<file path="src/rtl/dio_pkg.sv">
package dio_pkg;

    // Read beat travels this many active cycles to the pins.
    localparam int unsigned RD_PIPE_DEPTH = 2;

    typedef enum logic [1:0] {
        BEAT_IDLE  = 2'd0,
        BEAT_READ  = 2'd1,
        BEAT_WRITE = 2'd2
    } beat_kind_e;

    function automatic beat_kind_e classify_beat(input logic rd, input logic wr);
        if (rd)      return BEAT_READ;
        else if (wr) return BEAT_WRITE;
        else         return BEAT_IDLE;
    endfunction

endpackage

</file>
<file path="src/rtl/dio_cke_gate.sv">
module dio_cke_gate (
    input  logic clk_i,
    input  logic rst_ni,
    input  logic cke_i,
    output logic active_o
);

    typedef struct packed {
        logic active;
    } state_t;

    state_t st_d, st_q;

    always_comb begin
        st_d        = st_q;
        st_d.active = cke_i;
    end

    always_ff @(posedge clk_i or negedge rst_ni) begin
        if (!rst_ni) begin
            st_q.active <= 1'b1;
        end else begin
            st_q <= st_d;
        end
    end

    assign active_o = st_q.active;

endmodule

</file>
<file path="src/rtl/dio_rd_pipe.sv">
module dio_rd_pipe #(
    parameter int unsigned DATA_W = 8,
    parameter int unsigned DEPTH  = 2
) (
    input  logic              clk_i,
    input  logic              rst_ni,
    input  logic              en_i,
    input  logic              beat_i,
    input  logic              mask_i,
    input  logic [DATA_W-1:0] data_i,
    output logic              oe_o,
    output logic [DATA_W-1:0] data_o
);

    localparam int unsigned LAST = DEPTH - 1;

    typedef struct packed {
        logic              valid;
        logic              mask;
        logic [DATA_W-1:0] data;
    } beat_t;

    beat_t [DEPTH-1:0] stage_d, stage_q;

    genvar g;
    generate
        for (g = 0; g < DEPTH; g++) begin : g_stage
            if (g == 0) begin : g_head
                always_comb begin
                    stage_d[g] = stage_q[g];
                    if (en_i) begin
                        stage_d[g].valid = beat_i;
                        stage_d[g].mask  = mask_i;
                        stage_d[g].data  = data_i;
                    end
                end
            end else begin : g_body
                always_comb begin
                    stage_d[g] = stage_q[g];
                    if (en_i) begin
                        stage_d[g] = stage_q[g-1];
                    end
                end
            end

            always_ff @(posedge clk_i or negedge rst_ni) begin
                if (!rst_ni) begin
                    stage_q[g] <= '0;
                end else begin
                    stage_q[g] <= stage_d[g];
                end
            end
        end
    endgenerate

    assign oe_o   = stage_q[LAST].valid & ~stage_q[LAST].mask;
    assign data_o = stage_q[LAST].data;

endmodule

</file>
<file path="src/rtl/dio_burst_ctr.sv">
module dio_burst_ctr #(
    parameter int unsigned CNT_W = 4
) (
    input  logic             clk_i,
    input  logic             rst_ni,
    input  logic             en_i,
    input  logic             adv_i,
    output logic [CNT_W-1:0] cnt_o
);

    localparam logic [CNT_W-1:0] ONE = CNT_W'(1);

    typedef struct packed {
        logic [CNT_W-1:0] cnt;
    } state_t;

    state_t st_d, st_q;

    always_comb begin
        st_d = st_q;
        if (en_i) begin
            if (adv_i) st_d.cnt = st_q.cnt + ONE;
            else       st_d.cnt = '0;
        end
    end

    always_ff @(posedge clk_i or negedge rst_ni) begin
        if (!rst_ni) begin
            st_q.cnt <= '0;
        end else begin
            st_q <= st_d;
        end
    end

    assign cnt_o = st_q.cnt;

endmodule

</file>
<file path="src/rtl/dio_mask_stage.sv">
module dio_mask_stage
    import dio_pkg::*;
#(
    parameter int unsigned DATA_W = 8,
    parameter int unsigned CNT_W  = 4
) (
    input  logic              clk_i,
    input  logic              rst_ni,
    input  logic              cke_i,
    input  logic              dqm_i,
    input  logic              rd_burst_i,
    input  logic              wr_burst_i,
    input  logic [DATA_W-1:0] rd_data_i,
    input  logic [DATA_W-1:0] wr_data_i,
    output logic              dq_oe_o,
    output logic [DATA_W-1:0] dq_out_o,
    output logic              wr_strobe_o,
    output logic [DATA_W-1:0] wr_data_o,
    output logic              burst_adv_o,
    output logic [CNT_W-1:0]  burst_cnt_o
);

    logic       active;
    beat_kind_e kind;
    logic       rd_beat;
    logic       wr_beat;

    dio_cke_gate u_cke (
        .clk_i    (clk_i),
        .rst_ni   (rst_ni),
        .cke_i    (cke_i),
        .active_o (active)
    );

    always_comb begin
        kind    = classify_beat(rd_burst_i, wr_burst_i);
        rd_beat = (kind == BEAT_READ);
        wr_beat = (kind == BEAT_WRITE);
    end

    dio_rd_pipe #(
        .DATA_W (DATA_W),
        .DEPTH  (RD_PIPE_DEPTH)
    ) u_rd_pipe (
        .clk_i  (clk_i),
        .rst_ni (rst_ni),
        .en_i   (active),
        .beat_i (rd_beat),
        .mask_i (dqm_i),
        .data_i (rd_data_i),
        .oe_o   (dq_oe_o),
        .data_o (dq_out_o)
    );

    dio_burst_ctr #(
        .CNT_W (CNT_W)
    ) u_ctr (
        .clk_i  (clk_i),
        .rst_ni (rst_ni),
        .en_i   (active),
        .adv_i  (burst_adv_o),
        .cnt_o  (burst_cnt_o)
    );

    assign burst_adv_o = active & (kind != BEAT_IDLE);
    assign wr_strobe_o = active & wr_beat & ~dqm_i;
    assign wr_data_o   = wr_data_i;

endmodule

</file>
<file path="config.mk">
export PLATFORM = sky130hd
export DESIGN_NAME = dio_mask_stage
export DESIGN_NICKNAME = d
export VERILOG_FILES = /design/src/rtl/dio_pkg.sv /design/src/rtl/dio_cke_gate.sv /design/src/rtl/dio_rd_pipe.sv /design/src/rtl/dio_burst_ctr.sv /design/src/rtl/dio_mask_stage.sv
export SDC_FILE = /design/constraint.sdc
export NUM_CORES = 1
export LEC_CHECK = 0
export BUFFER_PORTS_ARGS = -buffer_cell sky130_fd_sc_hd__buf_2
export CAP_MARGIN = 0
export CORE_AREA = 4 4 45 77
export CTS_CLUSTER_DIAMETER = 200
export DETAILED_ROUTE_END_ITERATION = 10
export DIE_AREA = 0 0 49 81
export PLACE_DENSITY_LB_ADDON = 0.05
export SLEW_MARGIN = 40
export SYNTH_ARGS = -nofsm -noshare
export SYNTH_HDL_FRONTEND = slang
export SYNTH_SLANG_ARGS = --single-unit
</file>
<file path="constraint.sdc">
create_clock -name clk_i -period 1.1 [get_ports clk_i]
set_input_delay 0.22 -clock clk_i [delete_from_list [all_inputs] [get_ports clk_i]]
set_output_delay 0.22 -clock clk_i [all_outputs]
set_load 0.005 [all_outputs]
</file>
==> results.py, run 1 <==
metrics = {
    "sta": {
        "post_route_clock_skew_ns": 0.00105,
        "maxSlewHeadroom_pct": 74.6,
        "grt_setup_unrepaired": "true",
        "timing_worst_slew_pin_value_ns": 0.380,
        "final_critical_path_setup_slack_ns": -0.269,
        "hold_viol": 0,
        "post-route-min-period_ns": 1.37,
        "finalSetupViolations": 27,
        "whs_ns": 0.0485,
        "period_share_pct": 124,
        "max_clock_freq_mhz": 730,
        "maxSlewViolCount": 0,
        "fin_setup_tns_ns": -5.05,
    },
    "power_and_ir_drop": {
        "power.switching_fraction_pct": 25.3,
        "intPower_mw": 1.71,
        "vdd_drop_max_mv": 1.11,
        "sequentialPowerShare_pct": 51.2,
        "power.density_mw_per_mm2": 1520,
        "power_frac_clock_pct": 23.1,
        "leakagePower_nw": 0.775,
        "power.combinational.fraction_pct": 25.7,
        "p_switching_uw": 578,
    },
    "critical_path": {
        "crit_arrival_ns": 1.15,
        "critical_path_peak_fanout": 3,
        "timing.critical_path.slowest_cell_delay_ns": 0.57,
        "criticalPathCategory": "reg2out",
        "worst-endpoint-required_ns": 0.88,
        "crit_chain": "and4bb_2 -> buf_2",
        "critical_path.startpoint_type": "register",
        "cpMaxStageDelayCell": "sky130_fd_sc_hd__dfstp_2",
        "cp_capture_type": "output pin",
    },
    "cts": {
        "path_clk_slew_ns": 0.08,
        "cts.path.max_buffers": 2,
        "cts_buffers": 3,
        "clock_h_tree_levels": 1,
        "clk_root_buffer_cell": "sky130_fd_sc_hd__clkbuf_8",
        "cts_tree": "done",
        "cts.sink_count": 25,
        "clock_latency_ns": 0.26,
    },
    "final_layout": {
        "final_layout_size_suffix_gt1_share_pct": 67.6,
        "layout.cells.non_filler": 139,
        "antenna_cells_inserted": 0,
        "footprint_of_the_flip_flops_and_latches_um2": 627,
        "nFillCells": 254,
        "design.final.nets": 135,
        "final_design_area_no_fill_mm2": 0.00150,
        "area_delta_synth_final_pct": 25.5,
        "multi_input_comb_area_um2": 442,
    },
    "synth": {
        "synth.area.mux_share_pct": 24.5,
        "syn_area_mm2": 0.00119,
        "synth_top_family_by_area": "multiplexers",
        "synth.top_cells.by_count": "sky130_fd_sc_hd__dfrtp_1, sky130_fd_sc_hd__buf_4, sky130_fd_sc_hd__mux2_4, sky130_fd_sc_hd__mux2_2, sky130_fd_sc_hd__nor2_1",
        "postSynthAreaPerCell_um2": 14.6,
        "synth-simple-area-share_pct": 3.98,
        "synth_area_in_compound_gates_pct": 3.46,
        "synth_ff_type": "sky130_fd_sc_hd__dfrtp_1",
        "netlist_top_cells_area": "sky130_fd_sc_hd__dfrtp_1, sky130_fd_sc_hd__mux2_4, sky130_fd_sc_hd__buf_4",
        "post_synth_edffs": 0,
        "synthArstFlopShare_pct": 100,
        "most_frequent_cell_after_synthesis": "sky130_fd_sc_hd__dfrtp_1",
        "yosysWarningCount": 0,
        "postSynthNetCount": 105,
        "synthXorXnorAreaFrac_pct": 0,
        "synth_top_cell_area_share_pct": 50.3,
        "post_synth_num_cell_types": 22,
        "synthesis.instances": 82,
        "synth-adder-area-share_pct": 1.05,
        "count_of_state_elements_after_synthesis": 25,
        "synth_sequential_area_ratio_pct": 52.5,
        "netlist.top_cell.by_area": "sky130_fd_sc_hd__dfrtp_1",
    },
    "route": {
        "via_count": 682,
        "routed_wire_length_per_instance_um": 14.4,
        "detailedRoute.firstPassIterationCount": 2,
        "antenna_left": 0,
        "drt_first_iter_violations": 4,
        "route.detailed.vias_per_inst": 4.91,
        "routed_wl_mm": 2.00,
        "drc_errors": 0,
    },
    "global_routing": {
        "number_of_antenna_violations_at_the_first_check_in_global_routing": 0,
        "number_of_global_route_vias_before_repair": 716,
        "globalRouteOverflowTotal": 0,
        "gr-usage-all-layers_pct": 10.1,
        "largest_net_degree_at_the_start_of_global_routing": 26,
        "wire_length_of_the_first_global_routing_pass_mm": 3.20,
    },
    "flow_run": {
        "drv_cap": 0,
    },
    "floorplanning": {
        "io-pin-count": 45,
        "cell_row_count": 26,
        "core-area_mm2": 0.00286,
        "initial_utilization_pct": 41.7,
        "dieWidth_um": 49,
        "fp.dieArea_mm2": 0.00397,
        "die-height_um": 81,
    },
    "placed_design": {
        "dpl_ws_ns": -0.118,
        "dpl.cell_count": 122,
        "io_buffers": 28,
        "gp_weighted_congestion": 0.621,
        "instance_area_at_placement_mm2": 0.00124,
        "detailedPlacementHpwl_mm": 1.30,
    },
    "status": {
        "run_status": "finished, violations left",
        "violated_checks": "negative setup slack",
    },
    "min_path": {
        "min-delay-path-class": "in2reg",
    },
}
==> area by class of cell <==
class / count / share of cell area (%)
multi-input combinational: 36 / 29.4
inverter: 2 / 0.500
sequential: 25 / 41.8
clock buffer: 4 / 3.00
tap: 28 / 2.34
timing repair buffer: 44 / 22.9
==> power groups by stage <==
stage / clock network (mW) / logic, mW / registers [mW]
4_1_cts: 0.557 / 0.513 / 1.17
3_5_place_dp: 0 / 0.452 / 1.19
3_3_place_gp: 0 / 0.448 / 1.19
2_1_floorplan: 0 / 0.359 / 1.17
6_report: 0.527 / 0.588 / 1.17
5_1_grt: 0.582 / 0.644 / 1.19
==> per-stage QoR <==
step / util [%] / total power, mW
final: 52.4 / 2.29
after CTS: 47.9 / 2.24
after detailed placement: 43.3 / 1.64
after global placement: 43.3 / 1.63
after floorplan: - / 1.53
after global routing: 52.4 / 2.42
==> cell usage in the layout, fill, tap and decap left out, drive strengths merged <==
cell type and n:
a21o 1, a22o 1, and3 1, and4bb 1, buf 42, clkbuf 5
dfrtp 24, dfstp 1, dlygate4sd3 1, ha 1, inv 2, mux2 21
nand2 1, nor2 3, nor2b 1, nor3b 1, o21ai 3, o22ai 1
==> cells by family (layout without fill, tap and decap cells) <==
kind of cell / Yosys count / in the layout
flops: 25 / 25
compound gates: 6 / 6
simple gates: 8 / 8
mux: 21 / 21
buf+inv: 21 / 50
fa+ha+maj: 1 / 1
==> registers in the layout (all words and copies together) (netlist names) <==
register,flops
u_cke.active_o,1
u_rd_pipe.data_o,8
u_rd_pipe.stage_q,12
u_ctr.cnt_o,4
==> critical path, delay by kind of cell, from the launching register on <==
family                 cells  cell delay [ns]
flip-flops                 1             0.57
buffers and inverters      1             0.10
AND/OR/NAND/NOR            1             0.21
==> path summary, 6_finish.rpt <==
check | startpoint | endpoint | slack [ns] | depth (start not counted)
min | cke_i | u_cke.active_o$_DFF_PN1_ | 0.05 | 1
max in group asynchronous | rst_ni | u_cke.active_o$_DFF_PN1_ | 0.33 | 3
max reg2reg | u_cke.active_o$_DFF_PN1_ | u_rd_pipe.data_o[0]$_DFFE_PN0P_ | -0.22 | 4
min reg2reg | u_rd_pipe.data_o[4]$_DFFE_PN0P_ | u_rd_pipe.data_o[4]$_DFFE_PN0P_ | 0.51 | 1
min in group asynchronous | rst_ni | u_rd_pipe.data_o[3]$_DFFE_PN0P_ | 0.47 | 3
max | u_cke.active_o$_DFF_PN1_ | wr_strobe_o | -0.27 | 2
==> repair_timing <==
item	CTS	global route
pin swaps	0	2
cloned	0	1
setup endpoints to repair	25	27
hold buffers	1	0
buffers inserted	6	5
resized for setup	9	16
hold endpoints to repair	24	0
==> per-layer routing <==
metal / routed length [um] / vias up / track usage (%)
met2: 1020 / 25 / 17.0
met4: 27 / 0 / 4.85
met5: 0 / - / 0
met3: 113 / 2 / 2.57
met1: 841 / 335 / 11.8
li1: - / 320 / -
Note: power is estimated with default switching activity, not from simulation.
==> run 2: changes to the inputs <==
--- a/config.mk
+++ b/config.mk
@@ -8,6 +8,7 @@
 export BUFFER_PORTS_ARGS = -buffer_cell sky130_fd_sc_hd__buf_2
 export CAP_MARGIN = 0
 export CORE_AREA = 4 4 45 77
+export CTS_BUF_LIST = sky130_fd_sc_hd__clkbuf_4 sky130_fd_sc_hd__clkbuf_8 sky130_fd_sc_hd__clkbuf_16
 export CTS_CLUSTER_DIAMETER = 200
 export DETAILED_ROUTE_END_ITERATION = 10
 export DIE_AREA = 0 0 49 81
==> run 2 against run 1 <==
Effect of this change:
- die area did not move
- maximum frequency did not move
- critical path type unchanged
- highest routed layer unchanged
- global-route usage is the same
- utilization rose by 0.13 points
- wire length unchanged
- clock power grew 4.7%
- the flow still finishes with violations (negative setup slack)
- critical path depth did not move
- sequential share of layout area is 0.10 points lower
- largest cell class unchanged
- via count unchanged
- sequential power barely moved
- register-to-register slack about the same
- largest power group unchanged
==> results.py, run 2 (synthesized netlist as in run 1, its figures left out) <==
metrics = {
    "status": {
        "run_status": "finished, violations left",
        "violated_checks": "negative setup slack",
    },
    "floorplanning": {
        "die-height_um": 81,
        "dieWidth_um": 49,
        "core-area_mm2": 0.00286,
        "fp.dieArea_mm2": 0.00397,
        "io-pin-count": 45,
        "cell_row_count": 26,
        "initial_utilization_pct": 41.7,
    },
    "final_layout": {
        "final_design_area_no_fill_mm2": 0.00150,
        "number_of_flip_flops_in_the_largest_register": 12,
        "final_layout_size_suffix_gt1_share_pct": 68.5,
        "antenna_cells_inserted": 0,
        "design.final.nets": 135,
        "layout.cells.non_filler": 139,
        "area_delta_synth_final_pct": 25.9,
        "registers.top_by_ff_count": "u_rd_pipe.stage_q",
        "final_cell_mix": "sky130_fd_sc_hd__buf_2, sky130_fd_sc_hd__dfrtp_1, sky130_fd_sc_hd__mux2_4",
        "most_common_cell_after_layout_fill_and_taps_aside": "sky130_fd_sc_hd__buf_2",
    },
    "global_routing": {
        "gr-usage-all-layers_pct": 10.1,
        "globalRouteOverflowTotal": 0,
        "number_of_global_route_vias_before_repair": 716,
        "number_of_antenna_violations_at_the_first_check_in_global_routing": 0,
        "wire_length_of_the_first_global_routing_pass_mm": 3.20,
        "largest_net_degree_at_the_start_of_global_routing": 26,
    },
    "critical_path": {
        "criticalPathCategory": "reg2out",
        "critical_path.startpoint_type": "register",
        "r2r.worst_path.cells": 4,
        "cp_capture_type": "output pin",
        "timing.critical_path.slowest_cell_delay_ns": 0.57,
        "critical_path_peak_fanout": 3,
        "worst-endpoint-required_ns": 0.88,
        "cpMaxStageDelayCell": "sky130_fd_sc_hd__dfstp_2",
        "crit_chain": "and4bb_2 -> buf_2",
        "crit_arrival_ns": 1.15,
    },
    "route": {
        "routed_wl_mm": 2.00,
        "drc_errors": 0,
        "routed_wire_length_per_instance_um": 14.4,
        "route.detailed.vias_per_inst": 4.91,
        "antenna_left": 0,
        "via_count": 682,
        "drt_first_iter_violations": 4,
        "detailedRoute.firstPassIterationCount": 2,
    },
    "power_and_ir_drop": {
        "leakagePower_nw": 0.779,
        "power.density_mw_per_mm2": 1540,
        "vdd_drop_max_mv": 1.19,
    },
    "cts": {
        "clock_latency_ns": 0.26,
        "cts_tree": "done",
        "path_clk_slew_ns": 0.08,
        "cts_buffers": 3,
        "cts.path.max_buffers": 2,
        "clock_h_tree_levels": 1,
        "cts.sink_count": 25,
        "clk_root_buffer_cell": "sky130_fd_sc_hd__clkbuf_8",
    },
    "placed_design": {
        "detailedPlacementHpwl_mm": 1.30,
        "instance_area_at_placement_mm2": 0.00124,
        "dpl_ws_ns": -0.118,
        "dpl.cell_count": 122,
        "io_buffers": 28,
        "gp_weighted_congestion": 0.621,
    },
    "sta": {
        "maxSlewViolCount": 0,
        "period_share_pct": 124,
        "timing_worst_slew_pin_value_ns": 0.380,
        "grt_setup_unrepaired": "true",
        "max_clock_freq_mhz": 730,
        "final_critical_path_setup_slack_ns": -0.269,
        "post-route-min-period_ns": 1.37,
        "post_route_clock_skew_ns": 0.00111,
        "hold_viol": 0,
        "fin_setup_tns_ns": -5.05,
        "finalSetupViolations": 27,
        "maxSlewHeadroom_pct": 74.6,
    },
    "min_path": {
        "min-delay-path-class": "in2reg",
        "holdPathStages": 1,
    },
    "flow_run": {
        "drv_cap": 0,
    },
}
[run 2: final cells by class]
type,instances,area (um^2)
fill,255,1360
sequential,25,627
multi-input combinational,36,442
timing repair buffer,44,344
clock buffer,4,48.8
tap,28,35.0
inverter,2,7.51
[run 2: metal layers]
metal | vias to the layer above | global-route usage (%) | part of all wire [%]
li1 | 320 | - | -
met1 | 335 | 11.8 | 42
met4 | 0 | 4.85 | 1.3
met2 | 25 | 17.0 | 51
met5 | - | 0 | 0
met3 | 2 | 2.57 | 5.6
[run 2: worst max-delay path: cells and delay by family (launching register included)]
family	cells	cell delay (ns)
buffers and inverters	1	0.10
AND/OR/NAND/NOR	1	0.21
flip-flops	1	0.57
[run 2: path summary, 6_finish.rpt]
kind	to	slack (ns)	start
worst min register to register	u_rd_pipe.data_o[4]$_DFFE_PN0P_	0.51	u_rd_pipe.data_o[4]$_DFFE_PN0P_
min in group asynchronous	u_rd_pipe.data_o[3]$_DFFE_PN0P_	0.47	rst_ni
worst max register to register	u_rd_pipe.data_o[0]$_DFFE_PN0P_	-0.22	u_cke.active_o$_DFF_PN1_
worst min-delay path	u_cke.active_o$_DFF_PN1_	0.05	cke_i
max in group asynchronous	u_cke.active_o$_DFF_PN1_	0.33	rst_ni
worst max-delay path	wr_strobe_o	-0.27	u_cke.active_o$_DFF_PN1_
[run 2: timing repair]
| action | in CTS | in global routing |
|---|---|---|
| gates cloned | 0 | 1 |
| setup endpoints to repair | 25 | 27 |
| hold endpoints to repair | 24 | 0 |
| setup buffers | 6 | 5 |
| gates resized for setup | 9 | 16 |
| hold buffers | 1 | 0 |
| pin swaps | 0 | 2 |
[run 2: where the power goes]
group	internal (mW)	leakage, nW	switching, mW
clock network	0.283	0.0262	0.269
logic	0.383	0.456	0.206
registers	1.07	0.296	0.103
[run 2: stage by stage]
| step | utilization [%] | power [mW] | hold slack [ns] |
|---|---|---|---|
| finish | 52.5 | 2.31 | 0.0485 |
| CTS | 48.0 | 2.27 | 0.0410 |
| detailed placement | 43.3 | 1.64 | 0.227 |
| global placement | 43.3 | 1.63 | 0.221 |
| floorplan | - | 1.53 | -0.0756 |
| global route | 52.5 | 2.45 | 0.0359 |
==> run 3: changes to the inputs <==
--- a/config.mk
+++ b/config.mk
@@ -7,11 +7,11 @@
 export LEC_CHECK = 0
 export BUFFER_PORTS_ARGS = -buffer_cell sky130_fd_sc_hd__buf_2
 export CAP_MARGIN = 0
-export CORE_AREA = 4 4 45 77
+export CORE_AREA = 4 4 42 72
 export CTS_BUF_LIST = sky130_fd_sc_hd__clkbuf_4 sky130_fd_sc_hd__clkbuf_8 sky130_fd_sc_hd__clkbuf_16
 export CTS_CLUSTER_DIAMETER = 200
 export DETAILED_ROUTE_END_ITERATION = 10
-export DIE_AREA = 0 0 49 81
+export DIE_AREA = 0 0 46 76
 export PLACE_DENSITY_LB_ADDON = 0.05
 export SLEW_MARGIN = 40
 export SYNTH_ARGS = -nofsm -noshare
==> constraint.sdc (replaced) <==
create_clock -name clk_i -period 1.6 [get_ports clk_i]
set_input_delay 0.32 -clock clk_i [delete_from_list [all_inputs] [get_ports clk_i]]
set_output_delay 0.32 -clock clk_i [all_outputs]
set_load 0.005 [all_outputs]
==> run 3 against run 2 <==
Effect of this change:
- critical endpoint unchanged
- critical path depth did not move
- combinational power fell by 48%
- clock skew rose by 0.0032 ns
- sequential share of layout area rose by 7.0 points
- register-to-register slack improved by 0.52 ns
- highest routed layer unchanged
- the flow now finishes without violations
==> results.py, run 3 (synthesized netlist as in run 1, its figures left out) <==
metrics = {
    "status": {
        "run_status": "complete, no violations",
    },
    "final_layout": {
        "area_delta_synth_final_pct": 7.75,
        "registers.top_by_ff_count": "u_rd_pipe.stage_q",
        "utilization_pct": 52.3,
        "nFillCells": 227,
        "design.final.nets": 124,
        "final_design_area_no_fill_mm2": 0.00129,
        "antenna_cells_inserted": 0,
        "footprint_of_the_flip_flops_and_latches_um2": 627,
        "final_layout_size_suffix_gt1_share_pct": 61.0,
        "layout.cells.non_filler": 126,
        "number_of_flip_flops_in_the_largest_register": 12,
        "final_cell_mix": "sky130_fd_sc_hd__buf_2, sky130_fd_sc_hd__dfrtp_1, sky130_fd_sc_hd__mux2_4",
        "multi_input_comb_area_um2": 394,
        "most_common_cell_after_layout_fill_and_taps_aside": "sky130_fd_sc_hd__buf_2",
    },
    "sta": {
        "maxSlewViolCount": 0,
        "fin_setup_tns_ns": 0,
        "period_share_pct": 92.2,
        "timing_worst_slew_pin_value_ns": 0.557,
        "post_route_clock_skew_ns": 0.00434,
        "grt_setup_unrepaired": "false",
        "maxSlewHeadroom_pct": 62.9,
        "hold_viol": 0,
        "max_clock_freq_mhz": 678,
        "post-route-min-period_ns": 1.48,
        "finalSetupViolations": 0,
    },
    "floorplanning": {
        "core-area_mm2": 0.00246,
        "initial_utilization_pct": 48.5,
        "fp.dieArea_mm2": 0.00350,
        "cell_row_count": 24,
        "io-pin-count": 45,
        "die-height_um": 76,
        "dieWidth_um": 46,
    },
    "route": {
        "via_count": 611,
        "routed_wl_mm": 1.74,
        "drt_first_iter_violations": 12,
        "routed_wire_length_per_instance_um": 13.8,
        "antenna_left": 0,
        "drc_errors": 0,
        "detailedRoute.firstPassIterationCount": 2,
        "route.detailed.vias_per_inst": 4.85,
    },
    "power_and_ir_drop": {
        "power.density_mw_per_mm2": 1150,
        "vdd_drop_max_mv": 0.555,
        "post-layout-total-power_mw": 1.48,
        "leakagePower_nw": 0.668,
    },
    "cts": {
        "cts_repair_resize_count": 0,
        "cts.sink_count": 25,
        "path_clk_slew_ns": 0.08,
        "cts.path.max_buffers": 2,
        "cts_tree": "done",
        "clock_latency_ns": 0.26,
        "clock_h_tree_levels": 1,
        "clk_root_buffer_cell": "sky130_fd_sc_hd__clkbuf_8",
        "cts_buffers": 3,
    },
    "critical_path": {
        "crit-reg2reg-launch": "u_cke.active_o$_DFF_PN1_",
        "timing.critical_path.slowest_cell_delay_ns": 0.57,
        "crit_arrival_ns": 1.16,
        "critical_path.startpoint_type": "register",
        "critical_path_peak_fanout": 5,
        "crit_chain": "and4bb_2 -> buf_2",
        "cpMaxStageDelayCell": "sky130_fd_sc_hd__dfstp_2",
        "worst-endpoint-required_ns": 1.28,
        "critical_path.startpoint": "u_cke.active_o$_DFF_PN1_",
        "criticalPathCategory": "reg2out",
        "cp_capture_type": "output pin",
    },
    "placed_design": {
        "detailedPlacementHpwl_mm": 1.34,
        "dpl.cell_count": 120,
        "instance_area_at_placement_mm2": 0.00122,
        "io_buffers": 28,
        "gp_weighted_congestion": 0.698,
    },
    "global_routing": {
        "wire_length_of_the_first_global_routing_pass_mm": 2.84,
        "globalRouteOverflowTotal": 0,
        "gr-usage-all-layers_pct": 10.8,
        "number_of_antenna_violations_at_the_first_check_in_global_routing": 0,
        "largest_net_degree_at_the_start_of_global_routing": 26,
        "number_of_global_route_vias_before_repair": 650,
    },
    "flow_run": {
        "drv_cap": 0,
    },
    "min_path": {
        "min-delay-path-class": "in2async",
    },
}
[run 3: cell types whose count changed in the layout (fill, tap and decap cells not counted), moves of 2 or more]
cell	before	now
sky130_fd_sc_hd__buf_12	3	0
sky130_fd_sc_hd__mux2_2	1	6
sky130_fd_sc_hd__buf_6	3	0
sky130_fd_sc_hd__buf_8	2	0
sky130_fd_sc_hd__mux2_4	20	15
[run 3: cell type report]
cell class	count	area share, %
inverters	2	0.583
clock buffers	4	3.79
repair buffers	33	13.8
flip-flops and latches	25	48.7
multi-input cells	36	30.6
well taps	26	2.53
[run 3: path summary, 6_finish.rpt]
path,endpoint,slack [ns],depth (start not counted)
setup / recovery,wr_strobe_o,0.12,2
hold / removal,u_rd_pipe.stage_q[19]$_DFFE_PN0P_,0.04,1
setup reg to reg,u_ctr.cnt_o[0]$_DFFE_PN0P_,0.30,3
hold reg to reg,u_rd_pipe.data_o[1]$_DFFE_PN0P_,0.51,1
max in group asynchronous,u_cke.active_o$_DFF_PN1_,1.18,1
min in group clk_i,u_cke.active_o$_DFF_PN1_,0.15,1
[run 3: timing repair]
action / in CTS / in global routing
hold buffers: 0 / 0
setup buffers: 0 / 2
endpoints found under the setup margin: 0 / 1
[run 3: critical path: cells and delay by family, from the launching register on]
family / cells / cell delay, ns
DFF: 1 / 0.57
and+or+nand+nor: 1 / 0.22
buffers and inverters: 1 / 0.10
[run 3: stage by stage]
step	worst slack, ns	hold slack [ns]
6_report	0.125	0.0418
5_1_grt	0.0577	0.0626
4_1_cts	0.0565	0.0492
3_5_place_dp	0.320	0.339
3_3_place_gp	0.337	0.340
2_1_floorplan	0.280	0.0244
[run 3: report_power, final]
part	internal (mW)	leakage [nW]	total, mW	switching, mW
Sequential	0.733	0.296	0.801	0.0676
Clock	0.194	0.0262	0.373	0.178
Combinational	0.192	0.346	0.305	0.113
[run 3: layer usage]
layer,GRT usage (%),share of wire (%)
met1,15.1,46
met2,15.2,47
met3,2.84,5.4
met4,5.13,0.81
met5,0,0
